[config.mk]
export PLATFORM = sky130hd
export DESIGN_NAME = fetch_thread_sel
export DESIGN_NICKNAME = d
export VERILOG_FILES = /design/src/rtl/fsel_pkg.sv /design/src/rtl/fsel_elig.sv /design/src/rtl/fsel_rr.sv /design/src/rtl/fsel_minsel.sv /design/src/rtl/fetch_thread_sel.sv
export SDC_FILE = /design/constraint.sdc
export NUM_CORES = 1
export LEC_CHECK = 0
export BUFFER_PORTS_ARGS = -buffer_cell sky130_fd_sc_hd__buf_2
export CAP_MARGIN = 30
export CORE_MARGIN = 8
export CORE_UTILIZATION = 53
export DETAILED_ROUTE_END_ITERATION = 8
export MAX_ROUTING_LAYER = met4
export PLACE_DENSITY = 0.91
export SLEW_MARGIN = 40
export SYNTH_ARGS = -nofsm -noshare
export SYNTH_HDL_FRONTEND = slang
export SYNTH_HIERARCHICAL = 1
export SYNTH_SLANG_ARGS = --single-unit
[constraint.sdc]
create_clock -name clk -period 14.55 [get_ports clk]
set_clock_uncertainty 0.2 [all_clocks]
set_input_delay 2.1825 -clock clk [delete_from_list [all_inputs] [get_ports clk]]
set_output_delay 2.1825 -clock clk [all_outputs]
set_load 0.005 [all_outputs]
[src/rtl/fsel_pkg.sv]
package fsel_pkg;
  typedef enum logic [2:0] {
    ST_RUN = 3'd0, ST_IDLE = 3'd1, ST_FILL_DONE = 3'd2, ST_HOLD = 3'd3,
    ST_FLUSH = 3'd4, ST_FILL_WAIT = 3'd5, ST_TRAP = 3'd6, ST_SLEEP = 3'd7
  } fstat_e;

  typedef enum logic [2:0] {
    POL_SOLO = 3'd0, POL_ROTATE = 3'd1, POL_BRCNT = 3'd2,
    POL_IQ = 3'd3, POL_LSQ = 3'd4
  } fpol_e;

  function automatic logic stat_ok(input logic [2:0] s);
    return (s == ST_RUN) || (s == ST_IDLE) || (s == ST_FILL_DONE);
  endfunction
endpackage

[src/rtl/fsel_elig.sv]
module fsel_elig
  import fsel_pkg::*;
#(
  parameter int NT = 4
) (
  input  logic [NT-1:0]   active_i,
  input  logic [3*NT-1:0] status_i,
  output logic [NT-1:0]   elig_o
);
  for (genvar t = 0; t < NT; t++) begin : g_thr
    assign elig_o[t] = active_i[t] & stat_ok(status_i[3*t +: 3]);
  end
endmodule

[src/rtl/fsel_rr.sv]
module fsel_rr #(
  parameter int NT    = 4,
  parameter int TID_W = 2
) (
  input  logic             clk,
  input  logic             rst_n,
  input  logic [NT-1:0]    elig_i,
  input  logic             advance_i,
  output logic             pick_valid_o,
  output logic [TID_W-1:0] pick_tid_o
);
  logic [TID_W-1:0] order_q [NT];
  logic [TID_W-1:0] order_n [NT];
  int unsigned      pick_pos;

  always_comb begin
    pick_valid_o = 1'b0;
    pick_tid_o   = '0;
    pick_pos     = 0;
    for (int p = 0; p < NT; p++) begin
      if (!pick_valid_o && elig_i[order_q[p]]) begin
        pick_valid_o = 1'b1;
        pick_tid_o   = order_q[p];
        pick_pos     = p;
      end
    end
  end

  always_comb begin
    for (int p = 0; p < NT; p++) begin
      if (p < pick_pos)    order_n[p] = order_q[p];
      else if (p < NT - 1) order_n[p] = order_q[p+1];
      else                 order_n[p] = pick_tid_o;
    end
  end

  always_ff @(posedge clk or negedge rst_n) begin
    if (!rst_n) begin
      for (int p = 0; p < NT; p++) order_q[p] <= TID_W'(p);
    end else if (advance_i && pick_valid_o) begin
      for (int p = 0; p < NT; p++) order_q[p] <= order_n[p];
    end
  end
endmodule

[src/rtl/fsel_minsel.sv]
module fsel_minsel #(
  parameter int NT    = 4,
  parameter int OCC_W = 6,
  parameter int TID_W = 2
) (
  input  logic [NT-1:0]       elig_i,
  input  logic [OCC_W*NT-1:0] occ_i,
  output logic                valid_o,
  output logic [TID_W-1:0]    tid_o
);
  logic [OCC_W-1:0] best;

  always_comb begin
    valid_o = 1'b0;
    tid_o   = '0;
    best    = '0;
    for (int t = 0; t < NT; t++) begin
      if (elig_i[t] && (!valid_o || occ_i[OCC_W*t +: OCC_W] < best)) begin
        valid_o = 1'b1;
        tid_o   = TID_W'(t);
        best    = occ_i[OCC_W*t +: OCC_W];
      end
    end
  end
endmodule

[src/rtl/fetch_thread_sel.sv]
module fetch_thread_sel
  import fsel_pkg::*;
#(
  parameter int NT    = 4,
  parameter int OCC_W = 6,
  parameter int TID_W = (NT > 1) ? $clog2(NT) : 1
) (
  input  logic                clk,
  input  logic                rst_n,
  input  logic [2:0]          mode_i,
  input  logic [NT-1:0]       active_i,
  input  logic [3*NT-1:0]     status_i,
  input  logic [OCC_W*NT-1:0] iq_occ_i,
  input  logic [OCC_W*NT-1:0] lsq_occ_i,
  output logic                grant_valid_o,
  output logic [TID_W-1:0]    grant_tid_o
);
  logic [NT-1:0]       elig;
  logic                rr_valid, min_valid, br_valid;
  logic [TID_W-1:0]    rr_tid, min_tid, br_tid;
  logic [OCC_W*NT-1:0] occ_sel;

  fsel_elig #(.NT(NT)) u_elig (
    .active_i(active_i), .status_i(status_i), .elig_o(elig)
  );

  fsel_rr #(.NT(NT), .TID_W(TID_W)) u_rr (
    .clk(clk), .rst_n(rst_n), .elig_i(elig),
    .advance_i(mode_i == POL_ROTATE),
    .pick_valid_o(rr_valid), .pick_tid_o(rr_tid)
  );

  assign occ_sel = (mode_i == POL_LSQ) ? lsq_occ_i : iq_occ_i;

  fsel_minsel #(.NT(NT), .OCC_W(OCC_W), .TID_W(TID_W)) u_min (
    .elig_i(elig), .occ_i(occ_sel), .valid_o(min_valid), .tid_o(min_tid)
  );

  always_comb begin
    br_valid = 1'b0;
    br_tid   = '0;
    for (int t = NT - 1; t >= 0; t--) begin
      if (active_i[t]) begin
        br_valid = 1'b1;
        br_tid   = TID_W'(t);
      end
    end
  end

  if (NT == 1) begin : g_one
    assign grant_valid_o = elig[0];
    assign grant_tid_o   = '0;
  end else begin : g_multi
    always_comb begin
      grant_valid_o = 1'b0;
      grant_tid_o   = '0;
      case (mode_i)
        POL_SOLO:       begin grant_valid_o = 1'b1; grant_tid_o = '0; end
        POL_ROTATE:     begin grant_valid_o = rr_valid;  grant_tid_o = rr_tid;  end
        POL_BRCNT:      begin grant_valid_o = br_valid;  grant_tid_o = br_tid;  end
        POL_IQ, POL_LSQ: begin grant_valid_o = min_valid; grant_tid_o = min_tid; end
        default:        begin grant_valid_o = 1'b0; grant_tid_o = '0; end
      endcase
    end
  end
endmodule

; Word-level counts from Yosys, hierarchy flattened
; Cells that the tools add are included.
[word_totals]
reg_bits = 8
in_bits = 69
output_inout_bits = 3
elab_cells = 109
[op_classes]
n_lt_le_gt_ge = 11
n_eq_ne = 12
n_mux = 40
bitwise_logic = 8
n_reduce_logical = 34
[op_table]
columns = operator, n
row1 = $mux W2, 12
row2 = $mux W24, 1
row3 = $eq A3 B2 Y1 const B, 6
row4 = $lt A6 B6 Y1, 3
row5 = $mux W1, 18
row6 = $mux W6, 3
row7 = $eq A3 B1 Y1 const B, 5
row8 = $logic_not A3 Y1, 5
row9 = $lt A2 B3 Y1 const B, 4
row10 = $logic_or A1 B1 Y1, 11
row11 = $bmux W1 S2, 4
row12 = $reduce_and A2 Y1, 4
row13 = $logic_and A1 B1 Y1, 7
row14 = $logic_not A1 Y1, 6
row15 = $pmux W2 S3, 1
row16 = $and A1 B1 Y1, 4
row17 = $lt A1 B2 Y1 const A, 2
row18 = $lt A2 B2 Y1 const A, 2
row19 = $not A1 Y1, 4
row20 = $pmux W1 S4, 1
row21 = $eq A3 B3 Y1 const B, 1
row22 = $reduce_or A2 Y1, 1

; Depth between registers and ports, before layout
; Gate-level depths: netlist of run 1.
[logic_depth]
ltp_word = 19
ltp_mapped = 25
depth_no_buf = 23

; Modules after synthesis
; The synthesis of run 1 kept the hierarchy.
[by_module_without_submodules]
columns = mod, n_inst, cells_per_inst, area_each_um2, seq_area_each_um2
row1 = fsel_minsel, 1, 92, 713.2, 0.0
row2 = fsel_rr, 1, 43, 536.8, 205.2
row3 = fetch_thread_sel, 1, 48, 452.9, 0.0
row4 = fsel_elig, 1, 8, 65.1, 0.0

; Worst setup path before layout of run 1
; No wires, ideal clock.
[synth_timing]
path_type = input-to-output
start = input port mode_i[1]
end = output port grant_tid_o[0]
t_arrival_ns = 7.649
t_required_ns = 12.167
setup_slack_ns = 4.518
stages = 24
path_buffers = 3
cell_sequence = buf_4 > and2b_1 > buf_6 > buf_6 > mux2_2 > ha_1 > o211ai_1 > o211a_1 > o21ai_2 > mux2_2 > ha_1 > a211oi_1 > o21ai_0 > nor4b_1 > nor3_2 > mux2_2 > ha_1 > a21o_2 > a21o_1 > a2111o_1 > a2111o_1 > o211ai_2 > a22oi_1 > o221ai_1
[synth_between]
word_cells_on_any_way = 26
classes_between = order compare (3) / eq/ne (4) / mux (10) / reduce/logical (9)
[synth_rtl]
columns = element, line_no
row1 = start: declaration, fetch_thread_sel.sv:10  ; input logic [2:0] mode_i,
row2 = $eq A3 B3 Y1 *, fetch_thread_sel.sv:33  ; assign occ_sel = (mode_i == POL_LSQ) ? lsq_occ_i : iq_occ_i;
row3 = $mux W24 *, fetch_thread_sel.sv:33
row4 = named net occ_sel[9], fetch_thread_sel.sv:21  ; logic [OCC_W*NT-1:0] occ_sel;
row5 = $lt A6 B6 Y1, fsel_minsel.sv:18  ; if (elig_i[t] && (!valid_o || occ_i[OCC_W*t +: OCC_W] < best)) begin
row6 = $logic_or A1 B1 Y1, fsel_minsel.sv:18
row7 = $logic_and A1 B1 Y1, fsel_minsel.sv:18
row8 = $mux W6 or $mux W1 (tied branches), fsel_minsel.sv:18
row9 = $lt A6 B6 Y1 or $logic_not A1 Y1 (tied branches), fsel_minsel.sv:18
row10 = $logic_or A1 B1 Y1, fsel_minsel.sv:18
row11 = $logic_and A1 B1 Y1, fsel_minsel.sv:18
row12 = $mux W6 or $mux W1 (tied branches), fsel_minsel.sv:18
row13 = $lt A6 B6 Y1 or $logic_not A1 Y1 (tied branches), fsel_minsel.sv:18
row14 = $logic_or A1 B1 Y1, fsel_minsel.sv:18
row15 = $logic_and A1 B1 Y1, fsel_minsel.sv:18
row16 = $mux W2 *, fsel_minsel.sv:18
row17 = named net min_tid[0], fetch_thread_sel.sv:20  ; logic [TID_W-1:0] rr_tid, min_tid, br_tid;
row18 = $pmux W2 S3 *, fetch_thread_sel.sv:57  ; case (mode_i)
row19 = end: declaration, fetch_thread_sel.sv:16  ; output logic [TID_W-1:0] grant_tid_o
; The timed path passes the listed nets; every way through them passes the cells marked *.

; Worst setup path in the final report of run 1
[layout_timing]
start = input port mode_i[2]
end = output port grant_tid_o[0]
; Same word-level chain as after synthesis.

==> results of run 1 <==
-- synth_stat cells, types with 2 or more instances --
library cell	count	area (µm²)
inv_1	20	75.07
nor2_1	3	11.26
mux2i_1	2	20.02
o21ai_0	7	35.03
mux2_2	40	450.4
or2b_1	2	15.01
a21o_1	3	22.52
nor2b_1	3	18.77
nand3_1	4	20.02
nor4b_1	3	26.28
a2111o_1	2	22.52
dfrtp_1	4	100.1
mux4_2	4	90.09
a211oi_1	6	45.04
o21a_1	2	15.01
ha_1	15	187.7
buf_6	4	45.04
a21oi_1	5	25.02
o221ai_1	2	17.52
a22oi_1	2	15.01
a211oi_2	4	50.05
o211a_1	2	20.02
dfstp_2	4	105.1
nor3_1	2	10.01
nand2_1	17	63.81
o21ai_2	2	17.52
-- metal layers --
| metal | track usage | routed length (µm) | vias to the layer above |
|---|---|---|---|
| li1 | - | - | 863 |
| met1 | 0.1701 | 1657 | 790 |
| met2 | 0.3268 | 2334 | 44 |
| met3 | 0.02456 | 336 | 2 |
| met4 | 0.05322 | 10 | 0 |
| met5 | - | 0 | - |
-- power groups by stage --
stage	combinational [mW]	clock (mW)	sequential, mW
CTS	0.0919	0.0163	0.0452
global route	0.103	0.0168	0.0470
global placement	0.0890	0	0.0447
finish	0.0919	0.0152	0.0448
floorplan	0.0696	0	0.0426
detailed placement	0.0916	0	0.0455
-- metrics by stage --
stage / hold slack, ps / instances
final: 298.8 / 306
after global routing: 331.8 / 306
after CTS: 303.2 / 306
after detailed placement: 295.5 / 303
after global placement: 297.4 / 303
after floorplan: 271.2 / 191
-- area by class of cell --
class                           count  area share
Sequential cell                     8     0.09469
Tap cell                           46     0.02656
Multi-Input combinational cell    158      0.6697
Clock buffer                        3     0.01039
Timing Repair Buffer               71      0.1640
Inverter                           20     0.03464
-- logic make-up (layout without fill, tap and decap cells) --
| group | count (synthesis) | in the layout | synth area share |
|---|---|---|---|
| AO/OA/AOI/OAI | 49 | 49 | 0.2265 |
| multiplexers | 47 | 47 | 0.3234 |
| AND/OR/NAND/NOR | 47 | 47 | 0.1557 |
| buffers and inverters | 25 | 94 | 0.07219 |
| adder cells (fa/ha/maj) | 15 | 15 | 0.1062 |
| flip-flops | 8 | 8 | 0.1161 |
-- worst max path at each step --
stage               from             end  slack (ps)  cells past startpoint
2_1_floorplan  mode_i[1]  grant_tid_o[0]        4520                     24
3_3_place_gp   mode_i[2]  grant_tid_o[0]        3670                     24
3_5_place_dp   mode_i[2]  grant_tid_o[0]        3490                     24
4_1_cts        mode_i[2]  grant_tid_o[0]        3500                     24
5_1_grt        mode_i[2]  grant_tid_o[0]        3370                     24
6_report       mode_i[2]  grant_tid_o[0]        3790                     24
-- worst max-delay path, stage by stage --
cell	delay (ps)
buf_2	120
nor2b_4	170
and2b_2	480
mux2_2	410
ha_1	310
o211ai_1	90
o211a_1	280
o21ai_2	310
mux2_2	400
ha_1	290
a211oi_1	250
o21ai_0	140
nor4b_1	460
nor3_2	180
mux2_2	310
ha_1	300
a21o_2	200
a21o_1	180
a2111o_1	410
a2111o_1	430
o211ai_2	80
a22oi_1	90
o221ai_1	170
buf_2	150
==> results.md, run 1 <==
Status:
- The flow ran to the end, and the final reports show no timing, DRC or antenna violations.

Synth:
- For this run, the register share of the synthesized area comes to 0.1161.
- The synthesized netlist occupies a cell area of 0.001768 mm².
- The number of nets handed over by synthesis was roughly 280.
- The synthesized area per cell is 9.256 µm².
- The flop and latch count out of synthesis is 8.
- The post-synthesis cell type count is 53.
- The top flip-flop cell by instance count after synthesis is dfstp_2.
- The Yosys warning count is 6.
- The count of flip-flops with a built-in enable after synthesis is 0.
- Counting every instance in the synthesized netlist gives between 150 and 200.
- The share of flip-flops with an asynchronous set or reset is 1.000.

Clocking:
- CTS placed an instance of clkbuf_4 at the clock tree root.
- The count of instances resized after the clock tree is built is 0.
- The clock-pin slew reported for the worst setup and hold paths after clock tree synthesis is about 40 ps.
- Hold repair after CTS inserted 0 buffers.
- TritonCTS built the clock tree.
- The count of H-tree levels built during CTS is 1.
- Post-CTS timing repair inserted 0 buffers for setup.
- The maximum root-to-sink buffer count is 2.
- The count of clock tree sinks is 8.
- The clock latency on the worst-skew pair is 240 ps.
- Clock tree synthesis inserted a total of 3 buffers.

Final layout:
- The area of the multi-input gates is 0.001451 mm².
- The count of antenna diodes in the layout is 0.
- The number of flip-flops in the largest register is 8.
- In the final layout, the share of cells above drive strength 1 is 0.5269.
- The number of fill cells is 280.
- The top cell types in the final layout, fill and taps aside, are 71 x buf_2, 40 x mux2_2, 20 x inv_1.
- Leaving out fill and tap cells, the most frequent cell in the layout is buf_2.
- The final standard cell utilization of the core is 0.6651.
- The area added between synthesis and finish is 22.58%.
- The final layout contains 346 nets.
- The register with the highest flop count is u_rr/order_q.
- The largest registers in the layout are u_rr/order_q x8.
- The footprint of the flip-flops and latches is 205.2 µm².
- After routing the design area is 0.002167 mm².

Floorplanning:
- The number of primary I/O pins is 72.
- The core region is 0.003258 mm².
- The floorplan has 21 rows.
- The effective utilization at floorplan is 0.5426.
- From bottom edge to top edge, the die measures 73.76 µm.
- The horizontal die dimension is roughly 74 µm.
- The die covers ~0.0054 mm².

Pwr:
- Across the VDD grid, the largest voltage drop is 66.19 µV.
- Summing internal, switching and leakage power gives 151.9 µW.
- The switching share of power is 0.3741.
- The share of total power dissipated in sequential elements is 0.295.
- Power spread over the standard cell area amounts to 70.09 mW/mm².
- The combinational group share of total power is 0.605.
- The cell internal power dissipation is 95.07 µW.
- In this run the power spent charging and discharging nets is 56.83 µW.
- For this design the static power due to leakage is roughly 0.99 nW.
- The relative contribution of the clock network to total power is 0.100.

Critical path:
- The worst setup path is launched from an input port.
- The reg-to-reg setup timing slack is around 12000 ps.
- The startpoint identified for the worst register-to-register timing path is u_rr/order_q[4].
- At the worst endpoint, the required time is 12170 ps.
- The maximum net fanout on the critical path is 24.
- The number of cell instances on the worst register-to-register path is 4.
- The end of the worst register-to-register path is u_rr/order_q[2].
- The category of the worst setup path capture point is an output port.
- The critical path start-end classification is input port to output port.
- Data on the critical path arrives at its endpoint at 8380 ps.

STA:
- Setup violations remaining at the end of the flow were counted as 0.
- Setup repair after global routing left no endpoint under its margin.
- The number of max-slew violations in the final report is 0.
- Dividing the final minimum period by the clock period gives 0.7394.
- At the pin with the least slew margin, the transition time is 658.0 ps.
- The number of hold violations in the final report came to 0.
- The worst path needs 10760 ps of the cycle, external delays included.
- The achievable frequency is 92.95 MHz.
- For the final routed database, the setup TNS stands at 0 ps.
- Measured against its own limit, the worst slew margin works out to 0.5599.
- The smallest setup slack after layout is approximately 3800 ps.

Routing:
- For this run, the detailed router's first-pass iteration total came to 4.
- The routed design has 4338 µm of wire.
- After detailed routing, the number of remaining DRC violations is 0.
- The iteration-0 DRC count of the detailed router is 43.
- The total via count in the routed design is approximately 1.7k.
- The final antenna-violating net count is 0.
- Using the TritonRoute via totals, the vias-per-cell ratio works out to between 5 and 6.
- The detailed-route wire length per cell is 14.18 µm.

Global routing:
- Across every metal layer, demand over resource in global routing totals 0.1700.
- The total grt overflow is 0.
- The number of global-route vias before repair is 1813.
- The initial antenna violation count is 0.
- The pin count of the biggest net entering global routing is 25.
- The first global-routing pass estimated 7465 µm of wire.

Flow run:
- The number of max-capacitance violations reported is 0.

Place:
- The total cell area at the placement stage is roughly 0.0021 mm².
- The quantity of I/O buffers inserted on ports is 71.
- The final HPWL from detailed placement is 3733 µm.
- At the placement stage, the worst setup path has a slack of between 3000 and 4000 ps.
- Routability-driven placement finished with a final weighted congestion of 0.9108.

Hold path:
- The worst hold path was traced through 2 stages.
- The critical hold path startpoint is u_rr/order_q[0].
- The min-delay analysis places its worst path in the category flip-flop to flip-flop.
- The end point of the worst hold path is u_rr/order_q[0].
Power figures use the tool's default switching activity.
==> run 2: changes to the inputs <==
--- a/config.mk
+++ b/config.mk
@@ -8,10 +8,10 @@
 export BUFFER_PORTS_ARGS = -buffer_cell sky130_fd_sc_hd__buf_2
 export CAP_MARGIN = 30
 export CORE_MARGIN = 8
-export CORE_UTILIZATION = 53
+export CORE_UTILIZATION = 45
 export DETAILED_ROUTE_END_ITERATION = 8
 export MAX_ROUTING_LAYER = met4
-export PLACE_DENSITY = 0.91
+export PLACE_DENSITY = 0.82
 export SLEW_MARGIN = 40
 export SYNTH_ARGS = -nofsm -noshare
 export SYNTH_HDL_FRONTEND = slang
==> constraint.sdc (replaced) <==
create_clock -name clk -period 9 [get_ports clk]
set_clock_uncertainty 0.2 [all_clocks]
set_input_delay 1.35 -clock clk [delete_from_list [all_inputs] [get_ports clk]]
set_output_delay 1.35 -clock clk [all_outputs]
set_load 0.005 [all_outputs]
==> results.md, run 2 (synthesis results as in run 1) <==
Critical path:
- The maximum net fanout on the critical path is 11.
- The critical path start-end classification is input port to output port.
- Data arrives at the worst endpoint at ~7200 ps.
- Data on the critical path is required at its endpoint by about 7500 ps.
- The kind of launch point of the worst setup path is an input port.
- The slowest cell on the critical path is a2111o_1.
- The largest stage delay on the critical path is 430 ps.
- The worst setup path is captured at an output port.

Clocking:
- The clock latency on the worst-skew pair is 230 ps.
- The total clock buffers created by CTS is 3.
- The TritonCTS clock tree is built.
- Hold repair after CTS inserted 0 buffers.
- The clock-pin slew reported for the worst setup and hold paths after clock tree synthesis is 40 ps.
- The maximum root-to-sink buffer count is 2.
- The clock drives 8 sinks.
- The tree is rooted in a clkbuf_8.
- The count of H-tree levels built during CTS is 1.

Floorplanning:
- The core outline area is 0.003716 mm².
- The placement row count is 22.
- Pin placement for this block handled 72 I/O pins.
- The die covers 0.006191 mm².
- The horizontal die dimension is 78.68 µm.
- The die is 78.68 µm tall.
- The initial utilization of the core area, before any placement, comes to 0.4758.

Global routing:
- The global router's overall resource usage is 0.1509.
- Summed over all layers, the global routing overflow is 0.
- The pin count of the biggest net entering global routing is 13.
- The initial antenna violation count was 0.
- The first global-routing pass estimated 7872 µm of wire.
- The number of global-route vias before repair is between 1.5k and 2k.

Status:
- The run finished with clean final reports.

Final layout:
- The register with the most flip-flops in the final layout is u_rr/order_q.
- The fraction of layout cells with a size suffix above 1 is 0.5410.
- The finished cells cover between 0.002 and 0.0025 mm².
- The library cells used most frequently in the layout, excluding fill and tap cells, are 71 x buf_2, 40 x mux2_2, 20 x inv_1.
- The footprint of the flip-flops and latches is 205.2 µm².
- The library cell used most frequently in the layout, excluding fill and tap cells, is buf_2.
- Compared with the post-synthesis result, the final layout area differs by 27.32%.
- The area of the multi-input gates is between 0.001 and 0.0015 mm².
- The filler-free cell count of the finished design is 316.
- The number of flip-flops in the largest register is 8.
- The largest registers in the layout are u_rr/order_q x8.
- The number of fill cells is ~330.
- Measured on the finished design, the core utilization comes to 0.6057.
- The number of nets in the layout is 353.
- The count of antenna diodes in the layout is 0.

Pwr:
- VDD sags by at most 139.8 µV.
- The power after layout is 268.6 µW.
- The switching share of power is 0.3624.
- The combinational group share of total power is 0.565.
- The relative contribution of the clock network to total power is 0.164.
- The analysis attributes to cell leakage a power of approximately 1.0 nW.
- The sequential power share is 0.271.
- The power per cell area is between 100 and 150 mW/mm².
- The switching power is 97.34 µW.
- The cell internal power dissipation is ~170 µW.

Place:
- The placer's final routability congestion estimate is 0.9280.
- The total cell area at the placement stage is 0.002168 mm².
- The placed cell count is 310.
- The final HPWL from detailed placement is 3856 µm.
- In this run the tool buffered the top-level ports with 71 buffer cells.

Routing:
- The iteration-0 DRC count of the detailed router is 77.
- For this block, the via count after detailed routing is 1765.
- Dividing the detail-routed via count by the number of cells gives 5.585.
- The detailed-route wire length per cell is 14.41 µm.
- The pre-antenna-repair detailed-routing pass consisted of 4 iterations.
- The number of remaining DRC errors is 0.
- Once detail routing completed, the nets flagged for antenna violations numbered 0.
- The routed design has 4552 µm of wire.

STA:
- At the pin with the least slew margin, the transition time is roughly 650 ps.
- The number of hold violations in the final report is 0.
- The time the final worst path needs with I/O delays and setup is 8794 ps.
- Of the available clock period, the critical path in the final layout requires 0.9771.
- Derived from the worst setup path, the maximum achievable clock frequency is 113.7 MHz.
- The headroom to the max-slew limit is 0.5652.
- The sum of negative setup slack is 0 ps.
- The number of max-slew violations in the final report is 0.
- Setup violations remaining at the end of the flow were counted as 0.

Flow run:
- The tool flagged a number of max-cap violations equal to 0.

Hold path:
- The path class of the tightest hold or removal check is flip-flop to flip-flop.
==> run 2: layout make-up <==
cell class                      instances  share of cell area
Sequential cell                         8             0.09116
Multi-Input combinational cell        158              0.6476
Inverter                               20             0.03335
Timing Repair Buffer                   78              0.1812
Tap cell                               48             0.02668
Clock buffer                            4             0.02001
==> run 2: power groups by stage <==
stage                     registers (mW)  logic [mW]  clock network [mW]
after floorplan                   0.0688       0.113                   0
after global placement            0.0724       0.147                   0
after detailed placement          0.0733       0.149                   0
after CTS                         0.0729       0.149              0.0458
after global routing              0.0760       0.169              0.0477
final                             0.0729       0.152              0.0440
==> run 2: metrics by stage <==
stage          worst slack, ps  hold WS [ps]
4_1_cts                  39.59         311.5
5_1_grt                 -65.14         345.0
3_5_place_dp            -70.00         306.0
3_3_place_gp             92.51         293.5
2_1_floorplan            633.1         271.2
6_report                 205.8         305.5
==> run 2: critical path: cells and delay by family <==
kind                       cells  cell delay [ps]
AOI/OAI and AO/OA             13             2840
adders and majority gates      3              830
buffers and inverters          2              270
muxes                          3             1060
and+or+nand+nor                4              900
==> run 2: path summary, 6_finish.rpt <==
kind / startpoint / cells past startpoint / endpoint / slack [ps]
max in group asynchronous: rst_n / 1 / u_rr/order_q[0] / 7620
min reg2reg: u_rr/order_q[0] / 2 / u_rr/order_q[0] / 310
max: mode_i[2] / 25 / grant_tid_o[0] / 210
min: u_rr/order_q[0] / 2 / u_rr/order_q[0] / 310
min in group asynchronous: rst_n / 1 / u_rr/order_q[5] / 750
max reg2reg: u_rr/order_q[4] / 4 / u_rr/order_q[2] / 6730
==> run 2: what timing repair did <==
action	CTS	global route
setup buffers	0	2
endpoints found under the setup margin	1	2
pin swaps	0	3
resized for setup	1	4
==> run 2: layer usage <==
layer,GRT usage,vias to the layer above,part of all wire
met2,0.2668,53,0.50
met1,0.1604,811,0.40
met3,0.03531,12,0.071
met5,-,-,0
li1,-,889,-
met4,0.05370,0,0.022
==> run 3: changes to the inputs <==
--- a/config.mk
+++ b/config.mk
@@ -8,10 +8,12 @@
 export BUFFER_PORTS_ARGS = -buffer_cell sky130_fd_sc_hd__buf_2
 export CAP_MARGIN = 30
 export CORE_MARGIN = 8
-export CORE_UTILIZATION = 45
+export CORE_UTILIZATION = 50
 export DETAILED_ROUTE_END_ITERATION = 8
+export GPL_ROUTABILITY_DRIVEN = 0
+export HOLD_SLACK_MARGIN = 0.02
 export MAX_ROUTING_LAYER = met4
-export PLACE_DENSITY = 0.82
+export PLACE_DENSITY = 0.86
 export SLEW_MARGIN = 40
 export SYNTH_ARGS = -nofsm -noshare
 export SYNTH_HDL_FRONTEND = slang
==> constraint.sdc (replaced) <==
create_clock -name clk -period 8.13 [get_ports clk]
set_clock_uncertainty 0.2 [all_clocks]
set_input_delay 1.2195 -clock clk [delete_from_list [all_inputs] [get_ports clk]]
set_output_delay 1.2195 -clock clk [all_outputs]
set_load 0.005 [all_outputs]
==> results.md, run 3 (synthesis results as in run 1) <==
Clocking:
- The TritonCTS clock tree is built.
- The quantity of hold-fixing buffers added after cts is 0.
- For the worst-skew pair, the clock arrives at the later sink with an insertion delay of 240 ps.
- The clock-pin slew reported for the worst setup and hold paths after clock tree synthesis is ~40 ps.
- The count of H-tree levels built during CTS is 1.
- For this design, the sink count on the clock tree is 8.
- The clock passes through at most 2 buffers.
- The total clock buffers created by CTS is 3.
- The tree is rooted in a clkbuf_4.

Place:
- The placed instances occupy a cell area of 0.002283 mm².
- The wire-length estimate of the detail-placed layout is 4199 µm.
- The quantity of I/O buffers inserted on ports is 71.
- The placed cell count is 322.

Critical path:
- The worst register-to-register path has a depth of 4.
- At the worst endpoint, the required time is 6710 ps.
- The reg-to-reg setup timing slack is about 5900 ps.
- The end of the worst register-to-register path is u_rr/order_q[2].
- The critical path is of the input port to output port type.
- The slowest cell on the critical path is a2111o_1.
- By instance count, the cell type seen most on the critical path is buf_6.
- The kind of launch point of the worst setup path is an input port.
- The startpoint identified for the worst register-to-register timing path is u_rr/order_q[4].
- The largest stage delay on the critical path is just under 400 ps.
- The maximum net fanout on the critical path is 6.
- Data arrives at the worst endpoint at 6800 ps.
- STA classifies the critical path endpoint as an output port.

Floorplanning:
- After floorplanning, the core was divided into 21 placement rows.
- The number of primary I/O pins is 72.
- The floorplan step defined a die boundary enclosing ~0.0057 mm².
- The initial utilization of the core area, before any placement, comes to 0.5257.
- The height of the chip is 75.47 µm.
- The region available for standard cell placement spans approximately 0.0034 mm².
- From left edge to right edge, the die measures 75.47 µm.

Global routing:
- Entering global routing, the biggest net connects 14 pins.
- The total grt overflow is 0.
- The first global-routing pass estimated 8383 µm of wire.
- The initial antenna violation count is 0.
- In the global route stage, overall resource usage came out at 0.1870.
- The number of global-route vias before repair is 2000.

Routing:
- The total iterations of the first detailed-routing run is 4.
- After detailed routing, the average wire length per cell comes to around 20 µm.
- The detailed router finished its first iteration with 144 violations.
- The average via count per standard cell is between 6 and 7.
- After detailed routing, the total wire length is about 6700 µm.
- In this run the remaining antenna-violating nets after routing total 0.
- The number of remaining DRC errors is 0.
- Detailed routing inserted a total of approximately 2.0k vias.

STA:
- The period utilization is 1.010.
- The headroom to the max-slew limit is 0.5664.
- The routed design could run at a clock period as short as 8215 ps.
- Once routing completed, OpenROAD measured the worst setup slack at -85.35 ps.
- The number of max-slew violations in the final report is 0.
- Setup repair after global routing could not meet its margin everywhere.
- At the pin with the least slew margin, the transition time is around 650 ps.
- Across all hold checks on the routed design, the worst slack comes to 316.4 ps.
- The number of hold violations in the final report came to 0.
- The final setup violation count is 2.
- The achievable frequency is 121.7 MHz.

Flow run:
- The number of max-capacitance violations reported is 0.

Final layout:
- The fraction of layout cells with a size suffix above 1 is 0.6735.
- The count of antenna diodes in the layout is 0.
- After filler insertion, the fill cell instance count of the layout stands at roughly 190.
- The post-route cell area is 0.002749 mm².
- The finished layout holds 337 standard cells, fillers aside.
- The number of nets in the layout is 376.
- The register with the most flip-flops in the layout has 8 of them.
- In the layout the commonest cells are 70 x buf_2, 26 x mux2_2, 25 x buf_4.
- The most common cell after layout, fill and taps aside is buf_2.
- The register with the highest flop count is u_rr/order_q.
- The area added between synthesis and finish is 55.48%.
- The largest registers in the layout are u_rr/order_q x8.

Pwr:
- Dividing total power by cell area gives a power density of roughly 120 mW/mm².
- The leakage power of the design is ~1.3 nW.
- VDD sags by at most 138.6 µV.
- Power comes to 335.1 µW.

Hold path:
- The instance count along the most critical hold path is 2.
- The path with the worst hold slack has its endpoint at u_rr/order_q[0].
- The critical hold path startpoint is u_rr/order_q[0].
- The type of the tightest min-delay check is flip-flop to flip-flop.

Status:
- The final reports fail on negative setup slack.
- The run finished, with violations left.
-- run 3: final cells by class --
| class | instances | area, µm² | area share |
|---|---|---|---|
| clock buffer | 4 | 26.28 | 0.009558 |
| inverter | 20 | 75.07 | 0.02731 |
| multi-input combinational | 158 | 1757 | 0.6391 |
| sequential | 8 | 205.2 | 0.07465 |
| tap | 46 | 57.56 | 0.02094 |
| timing repair buffer | 101 | 628.1 | 0.2285 |
-- run 3: stage by stage --
step           setup TNS [ps]  setup slack, ps    util
2_1_floorplan               0            24.12       -
3_3_place_gp           -98.85           -98.85  0.6789
3_5_place_dp           -327.4           -245.8  0.6789
4_1_cts                     0            1.124  0.7132
5_1_grt                -379.2           -197.2  0.8173
6_report               -107.9           -85.35  0.8173
-- run 3: worst max path at each step --
stage | startpoint | endpoint | slack (ps) | depth (start not counted)
6_report | mode_i[2] | grant_tid_o[0] | -90 | 27
4_1_cts | mode_i[0] | grant_tid_o[0] | 1 | 27
3_3_place_gp | mode_i[0] | grant_tid_o[0] | -100 | 27
3_5_place_dp | mode_i[0] | grant_tid_o[0] | -250 | 27
2_1_floorplan | mode_i[1] | grant_tid_o[0] | 20 | 24
5_1_grt | mode_i[2] | grant_tid_o[1] | -200 | 27
-- run 3: layer usage --
metal  GRT usage  vias up  share of wire
met4     0.06183        0          0.062
li1            -      927              -
met5           -        -              0
met2      0.3624      119           0.51
met3     0.02105       44          0.083
met1      0.1884      947           0.34
-- run 3: repair_timing --
action	4_1_cts	5_1_grt
hold endpoints to repair	0	0
cloned	0	1
gates resized for setup	13	48
pin swaps	4	21
endpoints found under the setup margin	2	2
setup buffers	3	8
-- run 3: worst max-delay path, delay by kind of cell --
| kind | cells | cell delay (ps) |
|---|---|---|
| AOI/OAI and AO/OA | 11 | 2230 |
| muxes | 3 | 980 |
| buffers and inverters | 6 | 810 |
| and+or+nand+nor | 4 | 800 |
| adders and majority gates | 3 | 760 |
-- run 3: report_power, final --
part | internal, mW | leakage (nW) | switching (mW) | total, mW
logic | 0.124 | 1.15 | 0.101 | 0.224
clock network | 0.0186 | 0.0150 | 0.0109 | 0.0295
registers | 0.0621 | 0.0947 | 0.0190 | 0.0811
